### src/rtl/rxseq_pkg.sv
package rxseq_pkg;

    typedef enum logic [3:0] {
        ST_IDLE,
        ST_LDO_ON,
        ST_XO_SETTLE,
        ST_PLL_ON,
        ST_VCO_KICK,
        ST_VCO_WAIT,
        ST_PLL_SETTLE,
        ST_FE_ON,
        ST_ADC_KICK,
        ST_ADC_WAIT,
        ST_RX_ACTIVE
    } seq_state_e;

    localparam logic [2:0] PH_IDLE   = 3'd0;
    localparam logic [2:0] PH_SUPPLY = 3'd1;
    localparam logic [2:0] PH_XO     = 3'd2;
    localparam logic [2:0] PH_SYNTH  = 3'd3;
    localparam logic [2:0] PH_SETTLE = 3'd4;
    localparam logic [2:0] PH_FRONT  = 3'd5;
    localparam logic [2:0] PH_RX     = 3'd6;

    // enable vector slots
    localparam int EN_COUNT   = 8;
    localparam int EN_LDO_DIG = 0;
    localparam int EN_LDO_ANA = 1;
    localparam int EN_XO      = 2;
    localparam int EN_PLL     = 3;
    localparam int EN_LNA     = 4;
    localparam int EN_MIX     = 5;
    localparam int EN_ADC     = 6;
    localparam int EN_MODEM   = 7;

    // lowest phase at which an enable slot is on
    function automatic logic [2:0] en_level(input int idx);
        case (idx)
            EN_LDO_DIG, EN_LDO_ANA: return PH_SUPPLY;
            EN_XO:                  return PH_XO;
            EN_PLL:                 return PH_SYNTH;
            EN_LNA, EN_MIX, EN_ADC: return PH_FRONT;
            default:                return PH_RX;
        endcase
    endfunction

endpackage

### src/rtl/rxseq_timer.sv
module rxseq_timer #(
    parameter int CNT_W = 16
) (
    input  logic             clk,
    input  logic             rst_n,
    input  logic             load,
    input  logic [CNT_W-1:0] load_val,
    output logic             expired
);
    localparam logic [CNT_W-1:0] ZERO = '0;
    localparam logic [CNT_W-1:0] ONE  = {{(CNT_W-1){1'b0}}, 1'b1};

    logic [CNT_W-1:0] count_q;

    always_ff @(posedge clk or negedge rst_n) begin
        if (!rst_n)
            count_q <= ZERO;
        else if (load)
            count_q <= load_val;
        else if (count_q != ZERO)
            count_q <= count_q - ONE;
    end

    assign expired = (count_q == ZERO);

endmodule

### src/rtl/rxseq_fsm.sv
module rxseq_fsm
    import rxseq_pkg::*;
(
    input  logic       clk,
    input  logic       rst_n,
    input  logic       rx_en,
    input  logic       vco_cal_en,
    input  logic       vco_done,
    input  logic       adc_done,
    input  logic       tmr_expired,
    output logic       tmr_load,
    output logic       tmr_sel_pll,
    output logic       vco_kick,
    output logic       adc_kick,
    output logic [2:0] phase
);
    seq_state_e st_q, st_d;

    // state register
    always_ff @(posedge clk or negedge rst_n) begin
        if (!rst_n)
            st_q <= ST_IDLE;
        else
            st_q <= st_d;
    end

    // transitions
    always_comb begin
        st_d = st_q;
        if (st_q != ST_IDLE && !rx_en) begin
            st_d = ST_IDLE;
        end else begin
            unique case (st_q)
                ST_IDLE:       if (rx_en) st_d = ST_LDO_ON;
                ST_LDO_ON:     st_d = ST_XO_SETTLE;
                ST_XO_SETTLE:  if (tmr_expired) st_d = ST_PLL_ON;
                ST_PLL_ON:     st_d = vco_cal_en ? ST_VCO_KICK : ST_PLL_SETTLE;
                ST_VCO_KICK:   st_d = ST_VCO_WAIT;
                ST_VCO_WAIT:   if (vco_done) st_d = ST_PLL_SETTLE;
                ST_PLL_SETTLE: if (tmr_expired) st_d = ST_FE_ON;
                ST_FE_ON:      st_d = ST_ADC_KICK;
                ST_ADC_KICK:   st_d = ST_ADC_WAIT;
                ST_ADC_WAIT:   if (adc_done) st_d = ST_RX_ACTIVE;
                ST_RX_ACTIVE:  st_d = ST_RX_ACTIVE;
                default:       st_d = ST_IDLE;
            endcase
        end
    end

    // outputs
    always_comb begin
        tmr_load    = 1'b0;
        tmr_sel_pll = 1'b1;
        vco_kick    = 1'b0;
        adc_kick    = 1'b0;
        phase       = PH_IDLE;
        unique case (st_q)
            ST_IDLE: phase = PH_IDLE;
            ST_LDO_ON: begin
                phase       = PH_SUPPLY;
                tmr_load    = rx_en;
                tmr_sel_pll = 1'b0;
            end
            ST_XO_SETTLE: phase = PH_XO;
            ST_PLL_ON: begin
                phase    = PH_SYNTH;
                tmr_load = rx_en && !vco_cal_en;
            end
            ST_VCO_KICK: begin
                phase    = PH_SYNTH;
                vco_kick = 1'b1;
            end
            ST_VCO_WAIT: begin
                phase    = PH_SYNTH;
                tmr_load = rx_en && vco_done;
            end
            ST_PLL_SETTLE: phase = PH_SETTLE;
            ST_FE_ON:      phase = PH_FRONT;
            ST_ADC_KICK: begin
                phase    = PH_FRONT;
                adc_kick = 1'b1;
            end
            ST_ADC_WAIT:  phase = PH_FRONT;
            ST_RX_ACTIVE: phase = PH_RX;
            default:      phase = PH_IDLE;
        endcase
    end

endmodule

### src/rtl/rxseq_enable_bank.sv
module rxseq_enable_bank
    import rxseq_pkg::*;
#(
    parameter int N = EN_COUNT
) (
    input  logic [2:0]   phase,
    output logic [N-1:0] en
);
    for (genvar i = 0; i < N; i++) begin : g_en
        localparam logic [2:0] LVL = en_level(i);
        assign en[i] = (phase >= LVL);
    end
endmodule

### src/rtl/rx_powerup_seq.sv
module rx_powerup_seq
    import rxseq_pkg::*;
#(
    parameter int CNT_W = 16
) (
    input  logic             clk,
    input  logic             rst_n,
    input  logic             rx_en,
    input  logic             vco_cal_en,
    input  logic [CNT_W-1:0] xo_settle_cycles,
    input  logic [CNT_W-1:0] pll_settle_cycles,
    input  logic             vco_cal_done,
    input  logic             adc_cal_done,
    output logic             ldo_dig_en,
    output logic             ldo_ana_en,
    output logic             xo_en,
    output logic             pll_en,
    output logic             lna_en,
    output logic             mixer_en,
    output logic             adc_en,
    output logic             vco_cal_start,
    output logic             adc_cal_start,
    output logic             modem_rx_en,
    output logic [2:0]       op_state
);
    logic             tmr_load, tmr_sel_pll, tmr_expired;
    logic [CNT_W-1:0] tmr_val;
    logic [EN_COUNT-1:0] en_vec;

    assign tmr_val = tmr_sel_pll ? pll_settle_cycles : xo_settle_cycles;

    rxseq_timer #(.CNT_W(CNT_W)) i_timer (
        .clk      (clk),
        .rst_n    (rst_n),
        .load     (tmr_load),
        .load_val (tmr_val),
        .expired  (tmr_expired)
    );

    rxseq_fsm i_fsm (
        .clk         (clk),
        .rst_n       (rst_n),
        .rx_en       (rx_en),
        .vco_cal_en  (vco_cal_en),
        .vco_done    (vco_cal_done),
        .adc_done    (adc_cal_done),
        .tmr_expired (tmr_expired),
        .tmr_load    (tmr_load),
        .tmr_sel_pll (tmr_sel_pll),
        .vco_kick    (vco_cal_start),
        .adc_kick    (adc_cal_start),
        .phase       (op_state)
    );

    rxseq_enable_bank #(.N(EN_COUNT)) i_bank (
        .phase (op_state),
        .en    (en_vec)
    );

    assign ldo_dig_en  = en_vec[EN_LDO_DIG];
    assign ldo_ana_en  = en_vec[EN_LDO_ANA];
    assign xo_en       = en_vec[EN_XO];
    assign pll_en      = en_vec[EN_PLL];
    assign lna_en      = en_vec[EN_LNA];
    assign mixer_en    = en_vec[EN_MIX];
    assign adc_en      = en_vec[EN_ADC];
    assign modem_rx_en = en_vec[EN_MODEM];

endmodule

### config.mk
export PLATFORM = sky130hd
export DESIGN_NAME = rx_powerup_seq
export DESIGN_NICKNAME = d
export VERILOG_FILES = /design/src/rtl/rxseq_pkg.sv /design/src/rtl/rxseq_timer.sv /design/src/rtl/rxseq_fsm.sv /design/src/rtl/rxseq_enable_bank.sv /design/src/rtl/rx_powerup_seq.sv
export SDC_FILE = /design/constraint.sdc
export NUM_CORES = 1
export LEC_CHECK = 0
export BUFFER_PORTS_ARGS = -buffer_cell sky130_fd_sc_hd__buf_2
export CORE_UTILIZATION = 56
export CTS_BUF_LIST = sky130_fd_sc_hd__clkbuf_8
export CTS_CLUSTER_DIAMETER = 50
export DETAILED_ROUTE_END_ITERATION = 8
export PLACE_DENSITY = 0.89
export SKIP_LAST_GASP = 1
export SYNTH_ARGS = -nofsm -noshare
export SYNTH_HDL_FRONTEND = slang
export SYNTH_SLANG_ARGS = --single-unit
export TNS_END_PERCENT = 30
### constraint.sdc
create_clock -name clk -period 3.7 [get_ports clk]
set_input_delay 0.74 -clock clk [delete_from_list [all_inputs] [get_ports clk]]
set_output_delay 0.74 -clock clk [all_outputs]
set_load 0.05 [all_outputs]
==> impl_results.md, run 1 <==
* Outcome: finished clean
* Diodes inserted at 0
* Sum Neg Setup Slack at 0 ns
* DRT antenna net count at 0
* Pwr dens at roughly 640 nW/um^2
* Synth top cells by count: dfrtp_1, nand2_1, mux2i_1, o22ai_1, nand3_1
* CTS Buffer Depth at 2
* Clock Skew at ~0.0035 ns
* Syn nets at 214
* Req. time, crit path at 2.96 ns
* Total of max-cap violations at 0
* Post-CTS setup buffers at 0
* Initial antenna violation count at 0
* HP Class: in2async
* Fraction of registers with async set/reset at 100%
* RePlAce Congestion at between 0.8 and 0.9
* Largest area contributor in the netlist: dfrtp_1
* Clk_lat worst skew at 0.26 ns
* Syn avg cell area at just under 9 um^2
* Synthesized cell area at between 1500 and 2000 um^2
* Vias per cell at 6.15
* Setup Viol. Count Final at 0
* DRT Wirelength at 3630 um
* Peak VDD IR at between 0.5 and 0.6 mV
* Ranking of synthesized cells by area: dfrtp_1, mux2i_1, o22ai_1, nand2_1, xnor2_1
* Total CTS buffers at 3
* Yosys cell types at approximately 50
* Detailed-route DRC error count at 0
* Max Slew Vio Count at 0
* GRT Total Usage at 28.1%
* Unrepaired setup endpoints after global routing: no
* DR pass1 iterations at 5
* Critical R2R Launch: i_fsm.st_q[1]$_DFFE_PN0P_
* Layout cell share with drive strength beyond 1 at between 30% and 40%
* Global-route wire length before repair at between 5000 and 6000 um
* Die Width at around 54 um
* GRT Residual Overflow at 0
* Initial drt markers at 57
* Clock transition at the registers of the reported paths at ~0.07 ns
* Top cell type's share of synthesized area at between 30 and 40%
* Total Power at 1.15 mW
* NumNets Final at 260
* Critical Path Source Type: flip-flop
* CTS tree: built
* Core ar. at around 2500 um^2
* Post-route worst setup slack at around 1.2 ns
* Die Footprint at ~2900 um^2
* Critical path data arrival time at about 1.8 ns
* Clk sinks at 20
* I/O Buffers at 50
* Post-synth EDFFs at 0
* Via count at ~1,500
* Pleak at 0.804 nW
* Layout area overhead at 19.3%
* Hold buffers post-CTS at 0
* Post-DP HPWL at 2660 um
* Most common cell in the netlist: dfrtp_1
* Ys Warns at 0
* Worst-Margin Slew at about 0.71 ns
* H-tree depth at 1
* Top FF cell, synth: dfrtp_1
* Placement Setup Slack at 1.06 ns
* Setup crit start: i_fsm.st_q[1]$_DFFE_PN0P_
* CP Class: reg2out
* Pin count of the biggest net entering global routing at 22
* Sequential-to-total area share from yosys stat at 33.1%
* Final hold violation count at 0
* CP endpoint kind: output pin
* Fill cells at 219
* I/O Pins at 51
* Cell count after synthesis at approximately 170
* DR WL/cell at around 15 um
* Synth Register Bits at 20
* Root Buffer Master: clkbuf_8
* Achievable frequency at between 0.3 and 0.4 GHz
* Post-CTS sizing at 0
* Worst-path fanout max at 14
* Post-route minimum period at around 2.5 ns
* Tcrit/Tclk final at about two thirds
* Row count at 18
* Vias in the first global route at between 1,000 and 1,500
* Die height at 53.9 um
* Worst relative slew slack at approximately 53%
* Starting Density at about three fifths
-- through the flow --
| step | hold slack (ns) | util, % | instances | area [um^2] |
|---|---|---|---|---|
| after floorplan | 0.444 | - | 174 | 1510 |
| after global placement | 0.613 | 69.8 | 245 | 1760 |
| after detailed placement | 0.616 | 69.8 | 245 | 1760 |
| after CTS | 0.432 | 71.4 | 248 | 1800 |
| after global routing | 0.454 | 71.4 | 248 | 1800 |
| final | 0.421 | 71.4 | 248 | 1800 |
-- power by group --
group	leakage (nW)	internal, mW	switching, mW
logic	0.540	0.240	0.310
registers	0.243	0.311	0.148
clock network	0.0216	0.0725	0.0670
-- placed cells by master, fill, tap and decap left out, types with 2 or more instances in the layout --
master / synthesis / layout
inv_1: 7 / 7
buf_2: 4 / 50
a31oi_1: 3 / 3
mux2_2: 2 / 2
nand2_1: 14 / 14
dfrtp_1: 20 / 20
o21ai_1: 8 / 8
clkbuf_8: 0 / 3
or2_2: 2 / 2
mux2i_1: 10 / 10
o21ai_0: 6 / 6
and2_1: 2 / 2
xor2_1: 5 / 5
nand3_1: 9 / 9
nor4b_1: 2 / 2
nand2b_1: 3 / 3
nor4_1: 3 / 3
a21oi_1: 6 / 6
nor2_1: 8 / 8
and3_1: 2 / 2
nor4_2: 2 / 2
xnor2_1: 6 / 6
o22ai_1: 10 / 10
nor3_1: 8 / 8
a211o_1: 2 / 2
ha_1: 2 / 2
-- worst max-delay path: stages (launching register included) --
cell,delay [ns]
dfrtp_1,0.53
nand2_1,0.22
nand2b_1,0.17
o22ai_1,0.26
buf_2,0.32
-- registers in the layout, indices dropped and copies added (netlist names) --
| register | cells |
|---|---|
| i_timer.count_q | 16 |
| i_fsm.st_q | 4 |
-- final timing paths --
| check | to | cells past startpoint | slack (ns) |
|---|---|---|---|
| worst max-delay path | adc_en | 4 | 1.20 |
| worst min-delay path | i_timer.count_q[13]$_DFFE_PN0P_ | 1 | 0.42 |
| worst max register to register | i_timer.count_q[12]$_DFFE_PN0P_ | 5 | 1.25 |
| worst min register to register | i_timer.count_q[0]$_DFFE_PN0P_ | 2 | 0.63 |
| max in group asynchronous | i_timer.count_q[0]$_DFFE_PN0P_ | 1 | 2.96 |
| min in group clk | i_timer.count_q[0]$_DFFE_PN0P_ | 2 | 0.63 |
-- cell type report --
cell class                 instances  area, um^2  share of cell area (%)
clock buffer                       3        41.3                    2.29
timing repair buffer              51         258                    14.3
tap                               30        37.5                    2.08
inverter                           7        26.3                    1.46
multi-input combinational        137         938                    52.1
sequential                        20         500                    27.8
-- per-layer routing --
metal / track usage (%) / share of wire (%) / vias to the layer above
met5: 0 / 0 / -
met4: 7.46 / 0.69 / 0
met2: 45.5 / 49 / 60
li1: - / - / 735
met3: 6.50 / 7.1 / 4
met1: 37.4 / 43 / 726
-- cells by family (layout without fill, tap and decap cells) --
family                     count (synthesis)  after routing  share of synthesized area (%)
buffers and inverters                     17             61                           5.30
muxes                                     12             12                           8.12
and+or+nand+nor                           68             68                           27.2
adders and majority gates                  2              2                           1.66
xor gates and xnor gates                  11             11                           6.38
DFF                                       20             20                           33.1
AOI/OAI and AO/OA                         44             44                           18.2
No activity file was read; power rests on OpenSTA's default activity.
==> inputs of run 2 (changes only) <==
CORE_UTILIZATION = 47   (was 56)
PLACE_DENSITY = 0.79   (was 0.89)
clock period = 2.3 ns   (was 3.7 ns; I/O delays follow)
==> run 2 against run 1 <==
  * Core utilization down 10 points
  * Via count down 2.4%
  * Routed wire length down 2.3%
  * First-iteration DRC count down 26%
  * Setup slack worse by 1.0 ns
  * Clock skew up 0.0055 ns
  * Sequential share of layout area down 0.97 points
  * Non-clock buffer count up 4
  * Clock power up 64%
  * Critical path type unchanged
  * Largest power group unchanged
  * Register-to-register slack worse by 1.1 ns
  * Highest routed layer unchanged
==> impl_results.md, run 2 (synthesis gave the netlist of run 1 again) <==
* Outcome: finished clean
* DR pass1 iterations at 4
* Clk_lat worst skew at between 0.2 and 0.3 ns
* Multi-input gate area in the final layout at approximately 950 um^2
* Clock transition at the registers of the reported paths at 0.08 ns
* Root Buffer Master: clkbuf_8
* Initial antenna violation count at 0
* Met3 usage at 4.40%
* Die Footprint at 3440 um^2
* Diodes inserted at 0
* Row count at 20
* CP Class: reg2out
* R2r setup slk at 0.17 ns
* Fill cells at ~290
* Post-CTS sizing at 0
* Biggest regs: i_timer.count_q: 16 flops, i_fsm.st_q: 4 flops
* Achievable frequency at between 0.4 and 0.5 GHz
* Post-placement cell count at between 200 and 300
* Setup crit end: op_state[0]
* Met2 Use GR at between 30% and 40%
* Unrepaired setup endpoints after global routing: no
* Detailed-route DRC error count at 0
* Core ar. at ~3100 um^2
* Tcrit/Tclk final at between 90% and 100%
* Non-Filler Instances at 266
* H-tree depth at 1
* I/O Buffers at 50
* Final hold violation count at 0
* CTS Buffer Depth at 2
* HP Class: in2async
* Hold buffers post-CTS at 0
* Worst-path fanout max at 12
* Layout area overhead at 23.9%
* Post-CTS setup buffers at 0
* Total Power at between 1.5 and 2 mW
* Die Width at a little under 60 um
* NumNets Final at ~260
* Critical path data arrival time at between 1.5 and 2 ns
* Via count at around 1,500
* Total of max-cap violations at 0
* CP endpoint kind: output pin
* DRT antenna net count at 0
* Critical Path Source Type: flip-flop
* WHS at between 0.1 and 0.15 ns
* Total CTS buffers at 3
* RePlAce Congestion at around 0.86
* R2R cell count at 7
* Clk sinks at 20
* Most frequent cells in the layout: buf_2, dfrtp_1, nand2_1
* I/O Pins at 51
* GRT Residual Overflow at 0
* Layout cell share with drive strength beyond 1 at between 30% and 40%
* Initial drt markers at between 40 and 50
* Peak VDD IR at around 0.45 mV
* Die height at roughly 59 um
* Vias per cell at roughly 5.6
* Starting Density at 49.5%
* Setup crit start: i_fsm.st_q[2]$_DFFE_PN0P_
* GRT Total Usage at 22.3%
* Storage cell area at roughly 500 um^2
* Worst relative slew slack at 67.0%
* Pwr dens at ~1000 nW/um^2
* Most Crowded Layer GR: met2
* Req. time, crit path at 1.84 ns
* Setup Viol. Count Final at 0
* Post-route worst setup slack at 0.174 ns
* Top reg by flops: i_timer.count_q
* DRT Wirelength at approximately 3600 um
* Placement Setup Slack at roughly 0.19 ns
* Commonest non-fill, non-tap cell in the layout: buf_2
* Pin count of the biggest net entering global routing at 21
* Post-route minimum period at roughly 2.1 ns
* Final core occ at approximately three fifths
* M1 GR Usage at about 28%
* Global-route wire length before repair at a little under 6000 um
* Pleak at 0.830 nW
* Vias in the first global route at roughly 1,400
* CTS tree: built
* Clock Skew at 0.00903 ns
* Max Slew Vio Count at 0
* Reg2reg end: i_timer.count_q[1]$_DFFE_PN0P_
* Post-DP HPWL at between 2000 and 3000 um
* Worst-Margin Slew at between 0.4 and 0.5 ns
* Critical R2R Launch: i_timer.count_q[0]$_DFFE_PN0P_
* DR WL/cell at 13.3 um
* Largest register FFs at 16
-- run 2: cell count changes in the layout (fill, tap and decap cells not counted), sizes merged --
cell	delta
buf	+4
-- run 2: worst min path at each step --
stage / cells after the start / end / slack (ns)
6_report: 1 / i_timer.count_q[12]$_DFFE_PN0P_ / 0.14
5_1_grt: 1 / i_timer.count_q[11]$_DFFE_PN0P_ / 0.18
4_1_cts: 1 / i_timer.count_q[12]$_DFFE_PN0P_ / 0.15
3_5_place_dp: 1 / i_timer.count_q[12]$_DFFE_PN0P_ / 0.44
3_3_place_gp: 1 / i_timer.count_q[12]$_DFFE_PN0P_ / 0.43
2_1_floorplan: 0 / i_fsm.st_q[0]$_DFFE_PN0P_ / 0.16
-- run 2: power by group --
part,total (mW),switching [mW],internal [mW]
combinational,0.912,0.507,0.405
sequential,0.735,0.233,0.501
clock,0.229,0.112,0.117
-- run 2: area by class of cell --
type,instances,share of cell area [%]
well taps,44,2.94
repair buffers,55,16.0
multi-input cells,137,50.6
clock buffers,3,2.21
inverters,7,1.40
flip-flops and latches,20,26.8
-- run 2: per-layer routing --
metal / vias up / part of all wire [%]
li1: 743 / -
met1: 703 / 45
met2: 38 / 49
met3: 4 / 4.6
met4: 0 / 1.2
met5: - / 0
-- run 2: metrics by stage --
step                setup TNS (ns)  area (um^2)
CTS                              0         1870
finish                           0         1870
global route                     0         1870
floorplan                   -0.336         1520
global placement                 0         1830
detailed placement               0         1830
-- run 2: worst max-delay path: stages (launching register included) --
cell      delay [ns]
dfrtp_1         0.59
nand2b_1        0.24
a21o_1          0.22
o21ai_0         0.07
buf_2           0.29
==> inputs of run 3 (changes only) <==
CORE_MARGIN = 5   (was unset)
SETUP_SLACK_MARGIN = 0.4   (was unset)
==> run 3 against run 2 <==
  * Core utilization increased by 9.1 points
  * Combinational power increased by 28%
  * Register-to-register slack improved by 0.24 ns
  * Clock power increased by 18%
  * Routed wire length increased by 27%
  * Sequential power decreased by 1%
==> impl_results.md, run 3 (synthesis gave the netlist of run 1 again) <==
* Crit path max-delay cell type: dfrtp_2
* CP Class: reg2out
* R2r setup slk at a little over 0.4 ns
* DRT antenna net count at 0
* H-tree depth at 1
* Commonest non-fill, non-tap cell in the layout: buf_2
* HP Class: in2async
* CP endpoint kind: output pin
* Setup crit end: ldo_dig_en
* DR pass1 iterations at 4
* Biggest regs: i_timer.count_q: 16 flops, i_fsm.st_q: 4 flops
* Pwr dens at 1000 nW/um^2
* Worst-Margin Slew at about 0.48 ns
* Most frequent cells in the layout: buf_2, buf_4, dfrtp_1
* GRT Total Usage at approximately a fifth
* Worst-path fanout max at 4
* WP buf/inv at 2
* Vias per cell at between 5 and 6
* Total of max-cap violations at 0
* Peak VDD IR at between 0.5 and 0.6 mV
* Via count at roughly 1,600
* R2R cell count at 5
* Die Width at 66.7 um
* Vias in the first global route at between 1,000 and 1,500
* CP peak stage delay at around 0.42 ns
* Pin count of the biggest net entering global routing at 21
* Unrepaired setup endpoints after global routing: yes
* DR WL/cell at approximately 16 um
* DRT Wirelength at roughly 4500 um
* Clk_lat worst skew at 0.26 ns
* Post-DP HPWL at around 2800 um
* Critical path depth at 4
* GRT Residual Overflow at 0
* Req. time, crit path at roughly 1.8 ns
* Total CTS buffers at 3
* CTS tree: built
* Global-route wire length before repair at about 6400 um
* Clock transition at the registers of the reported paths at 0.08 ns
* Starting Density at around half
* Critical path data arrival time at approximately 1.5 ns
* Die height at 66.7 um
* Diodes inserted at 0
* Outcome: finished clean
* Critical R2R Launch: i_timer.count_q[5]$_DFFE_PN0P_
* Final hold violation count at 0
* Layout area overhead at 43.5%
* Detailed-route DRC error count at 0
* Worst relative slew slack at between 60% and 70%
* Pleak at just under 1 nW
* Post-route minimum period at 1.91 ns
* I/O Buffers at 50
* Layout cell share with drive strength beyond 1 at between 40% and 50%
* Setup crit start: i_fsm.st_q[1]$_DFFE_PN0P_
* CP dominant cell by count: buf_4
* Max Slew Vio Count at 0
* Achievable frequency at between 0.5 and 0.6 GHz
* Top reg by flops: i_timer.count_q
* WHS at ~0.14 ns
* Initial drt markers at 90
* Sum Neg Setup Slack at 0 ns
* Tcrit/Tclk final at just over 80%
* I/O Pins at ~50
* Post-route worst setup slack at 0.388 ns
* Initial antenna violation count at 0
* Largest register FFs at 16
* Placement Setup Slack at about 0.21 ns
* Crit path max-delay family: flip-flops
* Crit path cell chain: buf_4 > nor4_1 > a21oi_2 > buf_4
* Setup Viol. Count Final at 0
* Core ar. at approximately 3100 um^2
* Clock Skew at around 0.0033 ns
* CTS Buffer Depth at 2
* Die Footprint at roughly 4400 um^2
* Fill cells at about 230
* Reg2reg end: i_timer.count_q[14]$_DFFE_PN0P_
* Root Buffer Master: clkbuf_8
* Row count at 20
* NumNets Final at around 290
* Hold buffers post-CTS at 0
* RePlAce Congestion at between 0.9 and 1
* Critical Path Source Type: flip-flop
* Clk sinks at 20
-- run 3: area by class of cell --
cell class | instances | area, um^2 | share of cell area, %
clock buffer | 4 | 55.1 | 2.54
inverter | 7 | 26.3 | 1.21
multi-input combinational | 137 | 1030 | 47.3
sequential | 20 | 507 | 23.4
tap | 44 | 55.1 | 2.54
timing repair buffer | 78 | 498 | 23.0
-- run 3: how the worst min path moves through the flow --
stage	end	start	cells past startpoint	slack (ns)
floorplan	i_fsm.st_q[0]$_DFFE_PN0P_	rst_n	0	0.16
global placement	i_timer.count_q[12]$_DFFE_PN0P_	rst_n	1	0.43
detailed placement	i_timer.count_q[12]$_DFFE_PN0P_	rst_n	1	0.44
CTS	i_timer.count_q[12]$_DFFE_PN0P_	rst_n	1	0.16
global route	i_timer.count_q[0]$_DFFE_PN0P_	rst_n	1	0.17
finish	i_timer.count_q[13]$_DFFE_PN0P_	rst_n	1	0.14
-- run 3: repair_timing --
item | 4_1_cts | 5_1_grt
cloned | 0 | 0
endpoints found under the setup margin | 21 | 23
pin swaps | 2 | 8
setup buffers | 5 | 16
resized for setup | 19 | 11
-- run 3: layer usage --
metal  global-route usage [%]  vias up  wire length [um]
met5                        0        -                 0
met4                     5.08        0                74
met3                     4.22       11               231
met2                     32.7       66              2380
met1                     23.0      761              1820
li1                         -      790                 -
-- run 3: power by group --
part           internal [mW]  leakage, nW  switching (mW)
Clock                  0.152       0.0288           0.118
Sequential             0.504        0.236           0.222
Combinational          0.556        0.696           0.617
Total                   1.21        0.961           0.957
-- run 3: through the flow --
step	std cells	utilization (%)	power [mW]	area, um^2
floorplan	174	-	1.41	1550
global placement	265	60.2	1.62	1850
detailed placement	265	60.2	1.65	1850
CTS	274	64.9	1.99	2000
global route	290	70.4	2.32	2170
finish	290	70.4	2.17	2170
